<file path="src/rtl/gpio_chg_pkg.sv">
package gpio_chg_pkg;

    localparam int unsigned REG_W   = 32;
    localparam int unsigned GATE_BIT = 31;

    localparam logic [15:0] OFS_DATA   = 16'h000;
    localparam logic [15:0] OFS_DIR    = 16'h004;
    localparam logic [15:0] CH_STRIDE  = 16'h008;
    localparam logic [15:0] OFS_GATE   = 16'h11C;
    localparam logic [15:0] OFS_STATUS = 16'h120;
    localparam logic [15:0] OFS_ENABLE = 16'h128;

    typedef enum logic [2:0] {
        SEL_NONE,
        SEL_D1,
        SEL_T1,
        SEL_D2,
        SEL_T2,
        SEL_GATE,
        SEL_STATUS,
        SEL_ENABLE
    } reg_sel_e;

    function automatic reg_sel_e decode_addr(input logic [15:0] a, input logic dual);
        reg_sel_e s;
        s = SEL_NONE;
        if (a == OFS_DATA)                          s = SEL_D1;
        else if (a == OFS_DIR)                      s = SEL_T1;
        else if (dual && a == OFS_DATA + CH_STRIDE) s = SEL_D2;
        else if (dual && a == OFS_DIR + CH_STRIDE)  s = SEL_T2;
        else if (a == OFS_GATE)                     s = SEL_GATE;
        else if (a == OFS_STATUS)                   s = SEL_STATUS;
        else if (a == OFS_ENABLE)                   s = SEL_ENABLE;
        return s;
    endfunction

endpackage

</file>
<file path="src/rtl/gpio_sync.sv">
module gpio_sync #(
    parameter int unsigned W      = 32,
    parameter int unsigned STAGES = 2
) (
    input  logic         clk,
    input  logic         rst_n,
    input  logic [W-1:0] async_i,
    output logic [W-1:0] sync_o
);

    logic [STAGES-1:0][W-1:0] stg_d, stg_q;

    always_comb begin
        stg_d[0] = async_i;
        for (int i = 1; i < int'(STAGES); i++) begin
            stg_d[i] = stg_q[i-1];
        end
    end

    always_ff @(posedge clk or negedge rst_n) begin
        if (!rst_n) begin
            stg_q <= '0;
        end else begin
            stg_q <= stg_d;
        end
    end

    assign sync_o = stg_q[STAGES-1];

endmodule

</file>
<file path="src/rtl/gpio_channel.sv">
module gpio_channel #(
    parameter int unsigned W      = 32,
    parameter int unsigned STAGES = 2
) (
    input  logic         clk,
    input  logic         rst_n,
    input  logic [W-1:0] pin_i,
    input  logic         wr_data,
    input  logic         wr_dir,
    input  logic [W-1:0] wr_val,
    output logic [W-1:0] pin_o,
    output logic [W-1:0] pin_oe,
    output logic [W-1:0] data_rd,
    output logic [W-1:0] dir_rd,
    output logic         change
);

    localparam int unsigned CNT_W = $clog2(STAGES + 2);
    localparam logic [CNT_W-1:0] ARM_LAST = CNT_W'(STAGES + 1);

    typedef struct packed {
        logic [W-1:0]     drive;
        logic [W-1:0]     dir;
        logic [W-1:0]     prev;
        logic [CNT_W-1:0] arm_cnt;
    } chan_st_t;

    chan_st_t st_d, st_q;
    logic [W-1:0] sync_w;
    logic         armed;

    gpio_sync #(.W(W), .STAGES(STAGES)) u_sync (
        .clk    (clk),
        .rst_n  (rst_n),
        .async_i(pin_i),
        .sync_o (sync_w)
    );

    assign armed = (st_q.arm_cnt == ARM_LAST);

    always_comb begin
        st_d = st_q;
        if (wr_data) st_d.drive = wr_val;
        if (wr_dir)  st_d.dir   = wr_val;
        st_d.prev = sync_w;
        if (!armed) st_d.arm_cnt = st_q.arm_cnt + 1'b1;
    end

    always_ff @(posedge clk or negedge rst_n) begin
        if (!rst_n) begin
            st_q.drive   <= '0;
            st_q.dir     <= '1;
            st_q.prev    <= '0;
            st_q.arm_cnt <= '0;
        end else begin
            st_q <= st_d;
        end
    end

    assign pin_o   = st_q.drive;
    assign pin_oe  = ~st_q.dir;
    assign data_rd = (sync_w & st_q.dir) | (st_q.drive & ~st_q.dir);
    assign dir_rd  = st_q.dir;
    assign change  = armed && (|((sync_w ^ st_q.prev) & st_q.dir));

endmodule

</file>
<file path="src/rtl/gpio_irq_ctrl.sv">
module gpio_irq_ctrl #(
    parameter int unsigned NCH = 2
) (
    input  logic           clk,
    input  logic           rst_n,
    input  logic           wr_gate,
    input  logic           wr_status,
    input  logic           wr_enable,
    input  logic           gate_val,
    input  logic [NCH-1:0] ch_val,
    input  logic [NCH-1:0] chg,
    output logic           gate,
    output logic [NCH-1:0] status,
    output logic [NCH-1:0] enable,
    output logic           irq
);

    typedef struct packed {
        logic           gate;
        logic [NCH-1:0] status;
        logic [NCH-1:0] enable;
    } irq_st_t;

    irq_st_t st_d, st_q;

    always_comb begin
        st_d = st_q;
        if (wr_gate)   st_d.gate   = gate_val;
        if (wr_enable) st_d.enable = ch_val;
        if (wr_status) st_d.status = st_q.status & ~ch_val;
        st_d.status = st_d.status | chg;
    end

    always_ff @(posedge clk or negedge rst_n) begin
        if (!rst_n) begin
            st_q <= '0;
        end else begin
            st_q <= st_d;
        end
    end

    assign gate   = st_q.gate;
    assign status = st_q.status;
    assign enable = st_q.enable;
    assign irq    = st_q.gate && (|(st_q.status & st_q.enable));

endmodule

</file>
<file path="src/rtl/gpio_chg_irq.sv">
module gpio_chg_irq
    import gpio_chg_pkg::*;
#(
    parameter int unsigned ADDR_W = 9,
    parameter int unsigned CH1_W  = 32,
    parameter int unsigned CH2_W  = 32,
    parameter int unsigned DUAL   = 1,
    parameter int unsigned STAGES = 2
) (
    input  logic              clk,
    input  logic              rst_n,
    input  logic [ADDR_W-1:0] bus_addr,
    input  logic              bus_wr,
    input  logic              bus_rd,
    input  logic [31:0]       bus_wdata,
    output logic [31:0]       bus_rdata,
    input  logic [CH1_W-1:0]  ch1_pin_i,
    output logic [CH1_W-1:0]  ch1_pin_o,
    output logic [CH1_W-1:0]  ch1_pin_oe,
    input  logic [CH2_W-1:0]  ch2_pin_i,
    output logic [CH2_W-1:0]  ch2_pin_o,
    output logic [CH2_W-1:0]  ch2_pin_oe,
    output logic              irq_o
);

    localparam int unsigned NCH = (DUAL != 0) ? 2 : 1;

    typedef struct packed {
        logic [REG_W-1:0] rdata;
    } top_st_t;

    top_st_t st_d, st_q;

    reg_sel_e           sel_w;
    logic [CH1_W-1:0]   ch1_data, ch1_dir;
    logic [CH2_W-1:0]   ch2_data, ch2_dir;
    logic               ch1_chg, ch2_chg;
    logic [NCH-1:0]     chg_w, status_w, enable_w;
    logic               gate_w;

    assign sel_w = decode_addr(16'(bus_addr), DUAL != 0);

    gpio_channel #(.W(CH1_W), .STAGES(STAGES)) u_ch1 (
        .clk    (clk),
        .rst_n  (rst_n),
        .pin_i  (ch1_pin_i),
        .wr_data(bus_wr && sel_w == SEL_D1),
        .wr_dir (bus_wr && sel_w == SEL_T1),
        .wr_val (bus_wdata[CH1_W-1:0]),
        .pin_o  (ch1_pin_o),
        .pin_oe (ch1_pin_oe),
        .data_rd(ch1_data),
        .dir_rd (ch1_dir),
        .change (ch1_chg)
    );

    generate
        if (DUAL != 0) begin : g_ch2
            gpio_channel #(.W(CH2_W), .STAGES(STAGES)) u_ch2 (
                .clk    (clk),
                .rst_n  (rst_n),
                .pin_i  (ch2_pin_i),
                .wr_data(bus_wr && sel_w == SEL_D2),
                .wr_dir (bus_wr && sel_w == SEL_T2),
                .wr_val (bus_wdata[CH2_W-1:0]),
                .pin_o  (ch2_pin_o),
                .pin_oe (ch2_pin_oe),
                .data_rd(ch2_data),
                .dir_rd (ch2_dir),
                .change (ch2_chg)
            );
            assign chg_w = {ch2_chg, ch1_chg};
        end else begin : g_no_ch2
            assign ch2_pin_o  = '0;
            assign ch2_pin_oe = '0;
            assign ch2_data   = '0;
            assign ch2_dir    = '0;
            assign ch2_chg    = 1'b0;
            assign chg_w      = ch1_chg;
        end
    endgenerate

    gpio_irq_ctrl #(.NCH(NCH)) u_irq (
        .clk      (clk),
        .rst_n    (rst_n),
        .wr_gate  (bus_wr && sel_w == SEL_GATE),
        .wr_status(bus_wr && sel_w == SEL_STATUS),
        .wr_enable(bus_wr && sel_w == SEL_ENABLE),
        .gate_val (bus_wdata[GATE_BIT]),
        .ch_val   (bus_wdata[NCH-1:0]),
        .chg      (chg_w),
        .gate     (gate_w),
        .status   (status_w),
        .enable   (enable_w),
        .irq      (irq_o)
    );

    always_comb begin
        st_d = st_q;
        if (bus_rd) begin
            unique case (sel_w)
                SEL_D1:     st_d.rdata = REG_W'(ch1_data);
                SEL_T1:     st_d.rdata = REG_W'(ch1_dir);
                SEL_D2:     st_d.rdata = REG_W'(ch2_data);
                SEL_T2:     st_d.rdata = REG_W'(ch2_dir);
                SEL_GATE:   st_d.rdata = {gate_w, {(REG_W-1){1'b0}}};
                SEL_STATUS: st_d.rdata = REG_W'(status_w);
                SEL_ENABLE: st_d.rdata = REG_W'(enable_w);
                default:    st_d.rdata = '0;
            endcase
        end
    end

    always_ff @(posedge clk or negedge rst_n) begin
        if (!rst_n) begin
            st_q <= '0;
        end else begin
            st_q <= st_d;
        end
    end

    assign bus_rdata = st_q.rdata;

endmodule

</file>
<file path="config.mk">
export PLATFORM = sky130hd
export DESIGN_NAME = gpio_chg_irq
export DESIGN_NICKNAME = d
export VERILOG_FILES = /design/src/rtl/gpio_chg_pkg.sv /design/src/rtl/gpio_sync.sv /design/src/rtl/gpio_channel.sv /design/src/rtl/gpio_irq_ctrl.sv /design/src/rtl/gpio_chg_irq.sv
export SDC_FILE = /design/constraint.sdc
export NUM_CORES = 1
export LEC_CHECK = 0
export CAP_MARGIN = 20
export CORE_UTILIZATION = 47
export CTS_CLUSTER_DIAMETER = 100
export DETAILED_ROUTE_END_ITERATION = 8
export GPL_TIMING_DRIVEN = 0
export PLACE_DENSITY = 0.76
export SKIP_CTS_REPAIR_TIMING = 1
export SYNTH_ARGS = -nofsm -noshare
export SYNTH_HDL_FRONTEND = slang
export SYNTH_SLANG_ARGS = --single-unit
</file>
<file path="constraint.sdc">
create_clock -name clk -period 1.9 [get_ports clk]
set_clock_uncertainty 0.2 [all_clocks]
set_input_delay 0.38 -clock clk [delete_from_list [all_inputs] [get_ports clk]]
set_output_delay 0.38 -clock clk [all_outputs]
set_load 0.01 [all_outputs]
</file>
**Yosys cells after proc, flatten, opt, wreduce, memory -nomap -nowiden**

Index checks and enable logic that the tools add are counted.

- Register bits after elaboration: 361
- Input bits: 109
- Output and inout bits: 161
- Word-level logic and storage cells: 72

- $add $sub $neg: 2
- Eq/ne operators: 15
- Mux-type cells: 9
- Bitwise operators: 16
- Reduce and logical (&&, ||, !) cells: 14

Operator list:

| kind | count |
|---|---|
| $pmux W32 S7 | 1 |
| $and A32 B32 Y32 | 6 |
| $not A32 Y32 | 2 |
| $or A32 B32 Y32 | 2 |
| $reduce_or A32 Y1 | 2 |
| $xor A32 B32 Y32 | 2 |
| $eq A9 B9 Y1 const B | 3 |
| $mux W3 | 7 |
| $eq A9 B4 Y1 const B | 2 |
| $eq A3 B3 Y1 const B | 4 |
| $logic_and A1 B1 Y1 | 10 |
| $eq A9 B3 Y1 const B | 1 |
| $logic_not A9 Y1 | 1 |
| $eq A3 B2 Y1 const B | 2 |
| $add A2 B1 Y2 const B | 2 |
| $and A2 B2 Y2 | 2 |
| $eq A2 B2 Y1 const B | 2 |
| $eq A3 B1 Y1 const B | 1 |
| $mux W2 | 1 |
| $not A2 Y2 | 1 |
| $or A2 B2 Y2 | 1 |
| $reduce_or A2 Y1 | 1 |

**Depth between registers and ports, before layout**

Gate-level depths: netlist (run 1).

- Depth in word-level cells: 12
- Depth in mapped cells: 7
- Mapped depth without buffers: 5

**Cells and area by module**

Synthesis (run 1) repeated with hierarchy kept, for this count alone.

- Cells, all modules: 1116
- Area, all modules: 14944.3 µm²

By module, submodules not included:

| module | instances | cells each | area an instance (µm²) | seq. area each (µm²) |
|---|---|---|---|---|
| gpio_channel | 2 | 388 | 4604.4 | 2492.4 |
| gpio_sync | 2 | 64 | 1601.5 | 1601.5 |
| gpio_chg_irq | 1 | 198 | 2326.0 | 800.8 |
| gpio_irq_ctrl | 1 | 14 | 206.4 | 125.1 |

**Worst setup path before layout (run 1)**

OpenSTA, ideal clock, no wires.

- Path kind: input port to flip-flop
- Start: input bus_addr[4]
- End: register g_ch2.u_ch2.st_q, in the netlist g_ch2.u_ch2.pin_o[10]
- Setup time: 125 ps
- Data arrival time: 1825 ps
- Required time: 1575 ps
- Path slack: -250 ps
- Cell stages on the path: 6
- Path buffers: 2
- Cell sequence: or4_1 -> nor2_2 -> buf_6 -> nand4_4 -> buf_6 -> mux2_4

- Longest elaborated chain between the ends: 10
- Elaborated cells between the ends (all ways): 16
- Classes of those cells: 7 x eq/ne; 7 x mux; 2 x reduce/logical

Ends and longest elaborated chain:

| what | line | source |
|---|---|---|
| start, declared | gpio_chg_irq.sv:12 | `input logic [ADDR_W-1:0] bus_addr,` |
| $eq A9 B9 Y1 | gpio_chg_pkg.sv:33 | `else if (a == OFS_ENABLE) s = SEL_ENABLE;` |
| $mux W3 | gpio_chg_pkg.sv:33 |  |
| $mux W3 | gpio_chg_pkg.sv:32 | `else if (a == OFS_STATUS) s = SEL_STATUS;` |
| $mux W3 | gpio_chg_pkg.sv:31 | `else if (a == OFS_GATE) s = SEL_GATE;` |
| $mux W3 | gpio_chg_pkg.sv:30 | `else if (dual && a == OFS_DIR + CH_STRIDE) s = SEL_T2;` |
| $mux W3 | gpio_chg_pkg.sv:29 | `else if (dual && a == OFS_DATA + CH_STRIDE) s = SEL_D2;` |
| $mux W3 | gpio_chg_pkg.sv:28 | `else if (a == OFS_DIR) s = SEL_T1;` |
| $mux W3 * | gpio_chg_pkg.sv:27 | `if (a == OFS_DATA) s = SEL_D1;` |
| $eq A3 B2 Y1 * | gpio_chg_irq.sv:63 | `.wr_data(bus_wr && sel_w == SEL_D2),` |
| $logic_and A1 B1 Y1 * | gpio_chg_irq.sv:63 |  |
| end signal, assigned | gpio_channel.sv:56 | `st_q <= st_d;` |
| end, declared | gpio_channel.sv:28 | `chan_st_t st_d, st_q;` |

Mark *: on every way between the ends. The rest lies on a longest branch, timed or not.
A chain may end at the register's enable or synchronous reset.

**Worst setup path after layout (run 1)**

- Start: input bus_addr[4]
- End: register g_ch2.u_ch2.st_q, in the netlist g_ch2.u_ch2.pin_o[22]

The elaborated chain is that of the path after synthesis.

==> results of run 1 <==
cells in the final DEF (no fill, tap or decap), types with 44 or more instances in the layout:
cell type	netlist	routed
dfrtp_1	297	297
mux2_2	132	120
buf_4	68	120
dlymetal6s2s_1	0	103
clkdlybuf4s50_1	0	98
dfstp_2	64	64
xnor2_1	66	63
clkbuf_2	1	62
inv_1	65	46
clkbuf_16	0	44
stage by stage:
stage | hold WS (ns) | util | setup WS, ns
finish | 0.08980 | 0.6655 | -0.006096
global route | 0.08471 | 0.6655 | -0.03993
CTS | -0.4790 | 0.6390 | -0.6452
detailed placement | 0.07665 | 0.5948 | -1.159
global placement | 0.1319 | 0.5919 | -14.99
floorplan | -0.1156 | - | -0.2241
worst max-delay path, cell delays in order:
cell and delay, ns:
buf_8 0.09, or4_4 0.54, nor2_4 0.17, buf_6 0.16
nand4_4 0.09, buf_12 0.18, clkbuf_16 0.17, mux2_4 0.30
synthesized netlist by cell type, drive strengths merged:
cell type  instances
o2111ai            2
and3               2
nor2               3
o22ai             32
o21ai             35
dfstp             64
o311a              1
or4                1
a32oi              1
o2111a             1
nor2b              1
nand4              4
and3b              1
mux2i              3
mux2             165
a22o              33
nand2             42
a22oi              3
dfrtp            297
buf               84
ha                 2
inv               65
xnor2             66
mux4              29
nor4               8
nand3              7
nor3               3
nor3b              1
nor4b              1
nand2b             1
and2               1
clkbuf            13
or3b               1
layer usage:
| layer | GRT usage | wire, um | share of wire |
|---|---|---|---|
| met1 | 0.3560 | 17440 | 0.43 |
| met2 | 0.3936 | 18830 | 0.47 |
| met3 | 0.06765 | 3197 | 0.079 |
| met4 | 0.06717 | 903 | 0.022 |
| met5 | 0 | 0 | 0 |
final cells by class:
cell class | instances | area [sq um]
fill | 2129 | 9993
sequential | 361 | 9114
multi-input combinational | 450 | 4609
timing repair buffer | 331 | 3263
clock buffer | 59 | 1164
buffer | 97 | 842.1
tap | 390 | 488.0
inverter | 65 | 246.5
clock inverter | 10 | 155.1
kinds of logic (layout without fill, tap and decap cells):
| family | Yosys count | in the layout |
|---|---|---|
| muxes | 197 | 197 |
| DFF | 361 | 361 |
| adders and majority gates | 2 | 2 |
| buffers and inverters | 162 | 562 |
| xor gates and xnor gates | 66 | 66 |
| and+or+nand+nor | 77 | 77 |
| AOI/OAI and AO/OA | 108 | 108 |
worst max path at each step:
stage                     slack (ns)  cells after the start                         start               endpoint
after floorplan                -0.22                      6                   bus_addr[4]  g_ch2.u_ch2.pin_o[10]
after global placement        -14.99                      1                         rst_n   g_ch2.u_ch2.st_q[29]
after detailed placement       -1.16                      6                   bus_addr[4]          bus_rdata[16]
after CTS                      -0.65                      6                   bus_addr[4]          bus_rdata[16]
after global routing           -0.04                      5  g_ch2.u_ch2.u_sync.sync_o[9]        u_irq.status[1]
final                         -0.006                      8                   bus_addr[4]  g_ch2.u_ch2.pin_o[22]
power by group:
part	leakage [nW]	switching [mW]	internal [mW]	total, mW
logic	5.80	0.682	0.786	1.47
clock network	0.641	3.00	4.76	7.76
registers	4.33	0.207	8.03	8.24
==> flow_metrics.tcl, run 1 <==
set metrics [dict create \
    grt_setup_unrepaired "true" \
    synth.cell_area_sq_um 14400 \
    cts.sinks 361 \
    pin_count 270 \
    startpoint_type "primary input" \
    power_density_nw_per_um2 878.5 \
    grt_pass1_wl_um 57830 \
    synth-seq-cells 361 \
    synth_nets 1084 \
    hold_depth 1 \
    fin_setup_tns_ns -0.006524 \
    antenna_found_initial 1 \
    worst_skew_pair.late_latency_ns 0.53 \
    placed_cells 1634 \
    synth-simple-area-share 0.02702 \
    run_status "complete, but fails checks" \
    grt.overflow.total 0 \
    drt-pass1-iter-count 5 \
    postSynthAreaPerCell_sq_um 14.80 \
    area_growth_pct 38.05 \
    synth_cells 973 \
    worst_pin_slew_ns 0.9841 \
    die_w_um 177.0 \
    worstPathMaxFanout 7 \
    hold_class "in2reg" \
    clockBufferDepth 3 \
    clk_transition_reported_paths_ns 0.07 \
    drt_wl_total_um 40360 \
    dieArea_sq_um 31340 \
    synth_top_family_by_area "multiplexers" \
    postPlaceCellArea_sq_um 17770 \
    vias 9172 \
    synth_top_area_share 0.5161 \
    grt_pass1_vias 9260 \
    route.detailed.drc 0 \
    grt_max_degree 128 \
    avgRoutedWirePerCell_um 22.89 \
    cp_data_required_time_ns 2.10 \
    drt_iter0_drc 667 \
    timing.rr.end "bus_rdata[16]" \
    power_mw 17.47 \
    nets 1455 \
    layout-drive-gt1-share 0.4210 \
    yosys_warnings 0 \
    synthTopCellsByArea "dfrtp_1 52%, dfstp_2 12%, mux2_2 10%" \
    dp_hpwl_um 26410 \
    fin_crit_sh 1.003 \
    core_sq_um 29870 \
    r2r_slack_ns 0.03 \
    grt.total_usage 0.2546 \
    r2r_start "g_ch2.u_ch2.dir_rd[16]" \
    hold_viol_final 0 \
    worst_slack_ns -0.006096 \
    criticalPathCategory "in2reg" \
    rows 63 \
    synth_seq_area_share 0.6328 \
    min-delay-start "ch2_pin_i[10]" \
    clk_root_buffer_cell "clkbuf_16" \
    post_synth_mux_area_share 0.1843 \
    synth_compound_area_frac 0.05100 \
    worstSetupEndpointType "flop" \
    h-tree-depth 2 \
    vias_per_cell 5.202 \
    yosysUniqueCellTypes 42 \
    fin_cells 1763 \
    clock.fmax_ghz 0.5246 \
    numPortBuffers 268 \
    start_util 0.4821 \
    finalSetupViolations 2 \
    post-route-min-period_ns 1.906 \
    finalInstanceArea_sq_um 19880 \
    synthAdderAreaFrac 0.001738 \
    cts_buffers 38 \
    final_max_slew_viol_count 0 \
    r2r_cells 3 \
    violations "setup timing" \
    largestRegisters "g_ch2.u_ch2.st_q (34), u_ch1.st_q (34)" \
    crit_arrival_ns 2.10 \
    cts_tree "built" \
    leakage_nw 10.78 \
    hold_end "g_ch2.u_ch2.u_sync.stg_d[42]" \
    antenna-diode-count 0 \
    postRouteAntennaNets 0 \
    place.gp.congestion 0.8731 \
    die_y_um 177.0 \
    yosysTopAreaCell "dfrtp_1" \
    synth_xor_xnor_area_share 0.04014 \
    max_slew_margin 0.3439 \
    drv_cap 0 \
    vdd_ir_drop_max_mv 0.5618 \
]
Note: power is estimated with default switching activity, not from simulation.
==> inputs of run 2 (changes only) <==
--- a/config.mk
+++ b/config.mk
@@ -8,6 +8,7 @@
 export CAP_MARGIN = 20
 export CORE_UTILIZATION = 47
 export CTS_CLUSTER_DIAMETER = 100
+export CTS_CLUSTER_SIZE = 30
 export DETAILED_ROUTE_END_ITERATION = 8
 export GPL_TIMING_DRIVEN = 0
 export PLACE_DENSITY = 0.76
==> run 2 against run 1 <==
Net effect: the run still ends with setup timing left; non-clock buffer count grew 22; flip-flop and latch count is the same; register-to-register slack lost 0.06 ns; cell area shrank 2.1%; global-route usage shrank 0.94 points; power shrank 20%; sequential share of layout area grew 0.98 points; critical endpoint is now bus_rdata[12]; largest cell class unchanged; largest power group unchanged.
==> flow_metrics.tcl, run 2 (synthesis gave the netlist of run 1 again) <==
set metrics [dict create \
    area_growth_pct 35.17 \
    r2r_start "u_ch1.dir_rd[12]" \
    cp_slowest_stage_delay_ns 0.58 \
    power_density_nw_per_um2 717.0 \
    multi_input_area_sq_um 4683 \
    vdd_ir_drop_max_mv 0.4848 \
    largestRegisters "g_ch2.u_ch2.st_q (34), u_ch1.st_q (34)" \
    worst_skew_pair.late_latency_ns 0.53 \
    clk_root_buffer_cell "clkbuf_16" \
    rows 63 \
    criticalPathCategory "reg2reg" \
    worst_pin_slew_ns 0.9739 \
    avgRoutedWirePerCell_um 22.59 \
    clk_transition_reported_paths_ns 0.12 \
    fin_setup_tns_ns -0.03834 \
    route.detailed.drc 0 \
    grt_pass1_vias 8969 \
    layout-drive-gt1-share 0.4416 \
    worst-path-buf-inv 1 \
    run_status "complete, but fails checks" \
    post-route-min-period_ns 1.928 \
    startpoint_type "flop" \
    final_max_slew_viol_count 0 \
    vias 9108 \
    numPortBuffers 268 \
    min-delay-start "ch1_pin_i[5]" \
    place.gp.congestion 0.8731 \
    finalSetupViolations 2 \
    grt.total_usage 0.2452 \
    worstPathMaxFanout 3 \
    antenna_found_initial 1 \
    max_slew_margin 0.3508 \
    clockBufferDepth 3 \
    h-tree-depth 1 \
    die_w_um 177.0 \
    grt_setup_unrepaired "true" \
    antenna-diode-count 0 \
    grt_max_degree 128 \
    nets 1455 \
    postRouteAntennaNets 0 \
    placed_cells 1634 \
    hold_viol_final 0 \
    pin_count 270 \
    slowest_stage "dfstp_2" \
    fin_crit_sh 1.015 \
    timing.rr.end "bus_rdata[12]" \
    violations "setup timing" \
    hold_depth 1 \
    cts_buffers 16 \
    start_util 0.4821 \
    critPathTopFamily "multiplexers" \
    cp_data_required_time_ns 2.13 \
    final_common_cell "dfrtp_1" \
    worst_slack_ns -0.02812 \
    drt_wl_total_um 39340 \
    vias_per_cell 5.228 \
    dieArea_sq_um 31340 \
    drt_iter0_drc 612 \
    fillers 2196 \
    grt_pass1_wl_um 55960 \
    r2r_cells 4 \
    drv_cap 0 \
    worstSetupEndpointType "flop" \
    drt-pass1-iter-count 5 \
    crit_arrival_ns 2.16 \
    cts_tree "built" \
    regArea_sq_um 9114 \
    r2r_slack_ns -0.03 \
    hold_class "in2reg" \
    fin_cells 1742 \
    hold_end "u_ch1.u_sync.stg_d[37]" \
    cts.sinks 361 \
    die_y_um 177.0 \
    dp_hpwl_um 26410 \
    layout_common_cells "297 x dfrtp_1, 139 x buf_4, 108 x mux2_2" \
    grt.overflow.total 0 \
    core_sq_um 29870 \
    leakage_nw 10.54 \
    clock.fmax_ghz 0.5186 \
    cp_cell_sequence "buf_4 > mux2_4 > mux4_2 > a22o_1" \
]
==> run 2: cell types whose count changed in the layout (fill, tap and decap cells not counted), moves of 4 or more <==
cell | previous run | this run
buf_2 | 2 | 11
buf_4 | 120 | 139
buf_6 | 13 | 36
bufinv_16 | 4 | 0
clkbuf_1 | 15 | 10
clkbuf_16 | 44 | 20
clkbuf_2 | 62 | 35
clkbuf_8 | 8 | 2
clkinv_2 | 4 | 0
inv_1 | 46 | 15
inv_2 | 18 | 44
inv_4 | 1 | 6
mux2_2 | 120 | 108
mux2_4 | 42 | 54
==> run 2: report_power, final <==
part           switching (mW)  total [mW]  internal (mW)  leakage (nW)
Sequential              0.211        8.23           8.02          4.33
Combinational           0.694        1.53          0.839          5.97
Clock                    2.44        4.19           1.76         0.240
==> run 2: layout make-up <==
type	instances	share of cell area
Tap cell	390	0.02507
Clock inverter	2	0.001607
Timing Repair Buffer	353	0.1834
Clock buffer	24	0.02372
Buffer	97	0.04416
Multi-Input combinational cell	450	0.2406
Sequential cell	361	0.4682
Inverter	65	0.01331
==> run 2: worst reg2reg max path, delay by kind of cell (launching register included) <==
family,cells,cell delay (ns)
muxes,2,0.75
DFF,1,0.58
AOI/OAI and AO/OA,1,0.19
buffers and inverters,1,0.12
==> run 2: how the worst max path moves through the flow <==
stage | start | to | slack (ns) | cells after the start
final | u_ch1.dir_rd[12] | bus_rdata[12] | -0.03 | 4
after global routing | u_ch1.dir_rd[12] | bus_rdata[12] | -0.07 | 4
after CTS | bus_addr[4] | bus_rdata[16] | -0.63 | 6
after detailed placement | bus_addr[4] | bus_rdata[16] | -1.16 | 6
after global placement | rst_n | g_ch2.u_ch2.st_q[29] | -14.99 | 1
after floorplan | bus_addr[4] | g_ch2.u_ch2.pin_o[10] | -0.22 | 6
==> run 2: layer usage <==
layer / GRT usage / share of wire
met4: 0.05532 / 0.022
met2: 0.3817 / 0.47
met1: 0.3558 / 0.44
met3: 0.04832 / 0.071
met5: 0 / 0
==> run 2: through the flow <==
step	utilization	power (mW)	instance area (sq um)	setup WS, ns	hold WS (ns)
after floorplan	-	8.935	14510	-0.2241	-0.1156
after global placement	0.5919	9.745	17680	-14.99	0.1319
after detailed placement	0.5948	9.784	17770	-1.159	0.07665
after CTS	0.6113	13.94	18260	-0.6265	-0.4919
after global routing	0.6516	14.48	19470	-0.07483	0.05168
final	0.6516	13.96	19470	-0.02812	0.07270
==> inputs of run 3 (changes only) <==
--- a/config.mk
+++ b/config.mk
@@ -6,13 +6,13 @@
 export NUM_CORES = 1
 export LEC_CHECK = 0
 export CAP_MARGIN = 20
+export CORE_ASPECT_RATIO = 0.7
 export CORE_UTILIZATION = 47
 export CTS_CLUSTER_DIAMETER = 100
 export CTS_CLUSTER_SIZE = 30
 export DETAILED_ROUTE_END_ITERATION = 8
 export GPL_TIMING_DRIVEN = 0
 export PLACE_DENSITY = 0.76
-export SKIP_CTS_REPAIR_TIMING = 1
 export SYNTH_ARGS = -nofsm -noshare
 export SYNTH_HDL_FRONTEND = slang
 export SYNTH_SLANG_ARGS = --single-unit
==> run 3 against run 2 <==
Net effect: sequential share of layout area shrank 1.6 points; the flow finishes with violations (hold timing, setup timing); combinational power grew 13%; global-route usage grew 2.3 points; sequential power is essentially flat; register-to-register slack lost 0.03 ns; clock-buffer cell count grew 2.
==> flow_metrics.tcl, run 3 (synthesis gave the netlist of run 1 again) <==
set metrics [dict create \
    grt.total_usage 0.2686 \
    worstSetupEndpointType "flop" \
    route.detailed.drc 0 \
    start_util 0.4783 \
    drt_iter0_drc 749 \
    max_slew_margin 0.5369 \
    wl_met1_um 19530 \
    fin_setup_tns_ns -0.3099 \
    final_max_slew_viol_count 0 \
    crit_arrival_ns 2.18 \
    grt.overflow.total 0 \
    p_int_mw 10.70 \
    final_common_cell "dfrtp_1" \
    clockBufferDepth 3 \
    power_mw 14.12 \
    largestRegisters "g_ch2.u_ch2.st_q (34), u_ch1.st_q (34)" \
    cts_buffers 16 \
    clk_root_buffer_cell "clkbuf_16" \
    hold_viol_final 84 \
    slowest_stage "dfstp_2" \
    drt_wl_total_um 43260 \
    layout_common_cells "294 x dfrtp_1, 177 x buf_4, 98 x clkdlybuf4s50_1" \
    grt_pass1_vias 9806 \
    worstPathMaxFanout 3 \
    numPortBuffers 268 \
    vias_per_cell 5.171 \
    core_sq_um 30110 \
    nets 1537 \
    area_growth_pct 39.90 \
    worst_skew_pair.late_latency_ns 0.52 \
    avgRoutedWirePerCell_um 23.40 \
    worst_pin_slew_ns 0.6946 \
    run_status "complete, but fails checks" \
    drv_cap 0 \
    post-route-min-period_ns 1.962 \
    clock.fmax_ghz 0.5098 \
    vdd_ir_drop_max_mv 0.5572 \
    r2r_cells 4 \
    die_y_um 148.5 \
    cts.sinks 361 \
    dieArea_sq_um 31360 \
    p_comb_frac 0.122 \
    r2r_start "g_ch2.u_ch2.dir_rd[19]" \
    top_layer "met5" \
    vias 9562 \
    h-tree-depth 1 \
    r2r_slack_ns -0.06 \
    startpoint_type "flop" \
    cp_slowest_stage_delay_ns 0.58 \
    clk_transition_reported_paths_ns 0.12 \
    cts_tree "built" \
    pre_cts_ws_ns -1.094 \
    layout-drive-gt1-share 0.5136 \
    place.gp.congestion 0.9186 \
    pin_count 270 \
    dr_wl_met2_um 19710 \
    hold-worst-slack_ns -0.1630 \
    grt_setup_unrepaired "true" \
    grt_max_degree 119 \
    drt-pass1-iter-count 4 \
    finalSetupViolations 18 \
    leakage_nw 9.614 \
    die_w_um 211.2 \
    worst_slack_ns -0.06154 \
    p_seq_frac 0.583 \
    criticalPathCategory "reg2reg" \
    dp_hpwl_um 27480 \
    cp_cell_sequence "buf_6 > mux2_4 > mux4_2 > a22o_1" \
    rows 53 \
    power_density_nw_per_um2 700.6 \
    fin_crit_sh 1.032 \
    cp_data_required_time_ns 2.12 \
    sw_frac_of_total 0.2419 \
    met3_length_um 3210 \
    antenna_found_initial 1 \
    hold_buffers 5 \
    hold_class "in2async" \
    timing.rr.end "bus_rdata[19]" \
    pwr-share-clk 0.295 \
    violations "hold timing, setup timing" \
    grt_pass1_wl_um 61400 \
    p_sw_mw 3.414 \
    postRouteAntennaNets 0 \
]
==> run 3: changes by cell type in the layout (fill, tap and decap cells not counted), moves of 5 or more <==
| cell | delta |
|---|---|
| dlygate4sd2_1 | +35 |
| xnor2_2 | +8 |
| mux2_4 | +30 |
| buf_6 | +38 |
| mux2_2 | -30 |
| xnor2_1 | -8 |
| dlymetal6s2s_1 | -101 |
| o22ai_1 | -6 |
| buf_4 | +38 |
| o22ai_2 | +5 |
| clkdlybuf4s15_1 | +28 |
| buf_2 | +34 |
==> run 3: metal layers <==
metal,global-route usage,up-vias
met1,0.3963,4948
met2,0.4100,341
li1,-,4215
met5,0,-
met3,0.06060,56
met4,0.05362,2
==> run 3: worst max-delay path by stage <==
stage | from | endpoint | slack [ns] | cells after the start
floorplan | bus_addr[4] | g_ch2.u_ch2.pin_o[10] | -0.22 | 6
global placement | rst_n | g_ch2.u_ch2.u_sync.stg_d[45] | -15.20 | 1
detailed placement | bus_addr[4] | bus_rdata[16] | -1.09 | 6
CTS | u_ch1.dir_rd[19] | bus_rdata[19] | -0.04 | 4
global route | u_ch1.dir_rd[15] | bus_rdata[15] | -0.10 | 4
finish | g_ch2.u_ch2.dir_rd[19] | bus_rdata[19] | -0.06 | 4
==> run 3: worst max-delay path: cells and delay by family (launching register included) <==
family / cells / cell delay, ns
AO/OA/AOI/OAI: 1 / 0.21
buffers and inverters: 1 / 0.11
flip-flops: 1 / 0.58
multiplexers: 2 / 0.76
==> run 3: power by group through the flow <==
stage / Sequential [mW] / Clock, mW / Combinational, mW
3_3_place_gp: 8.37 / 0 / 1.39
2_1_floorplan: 8.31 / 0 / 0.629
6_report: 8.23 / 4.16 / 1.73
3_5_place_dp: 8.37 / 0 / 1.43
4_1_cts: 8.21 / 4.24 / 1.59
5_1_grt: 8.27 / 4.50 / 1.84
==> run 3: metrics by stage <==
| step | utilization | instances | instance area [sq um] |
|---|---|---|---|
| global route | 0.6691 | 1847 | 20140 |
| finish | 0.6692 | 1849 | 20150 |
| CTS | 0.6465 | 1814 | 19460 |
| floorplan | - | 973 | 14510 |
| detailed placement | 0.5912 | 1656 | 17800 |
| global placement | 0.5883 | 1653 | 17710 |
==> run 3: repair_timing <==
item	in CTS	in global routing
pin swaps	39	37
setup buffers	128	29
gates resized for setup	574	192
cloned	3	5
endpoints found under the hold margin	121	84
endpoints found under the setup margin	326	209
==> run 3: layout make-up <==
| cell class | instances | area, sq um |
|---|---|---|
| clock inverters | 1 | 30.03 |
| flip-flops and latches | 361 | 9117 |
| multi-input cells | 450 | 4901 |
| plain buffers | 97 | 875.8 |
| inverters | 65 | 259.0 |
| repair buffers | 435 | 3985 |
| well taps | 412 | 515.5 |
| diodes | 2 | 5.005 |
| clock buffers | 26 | 459.2 |
| fillers | 2198 | 9958 |
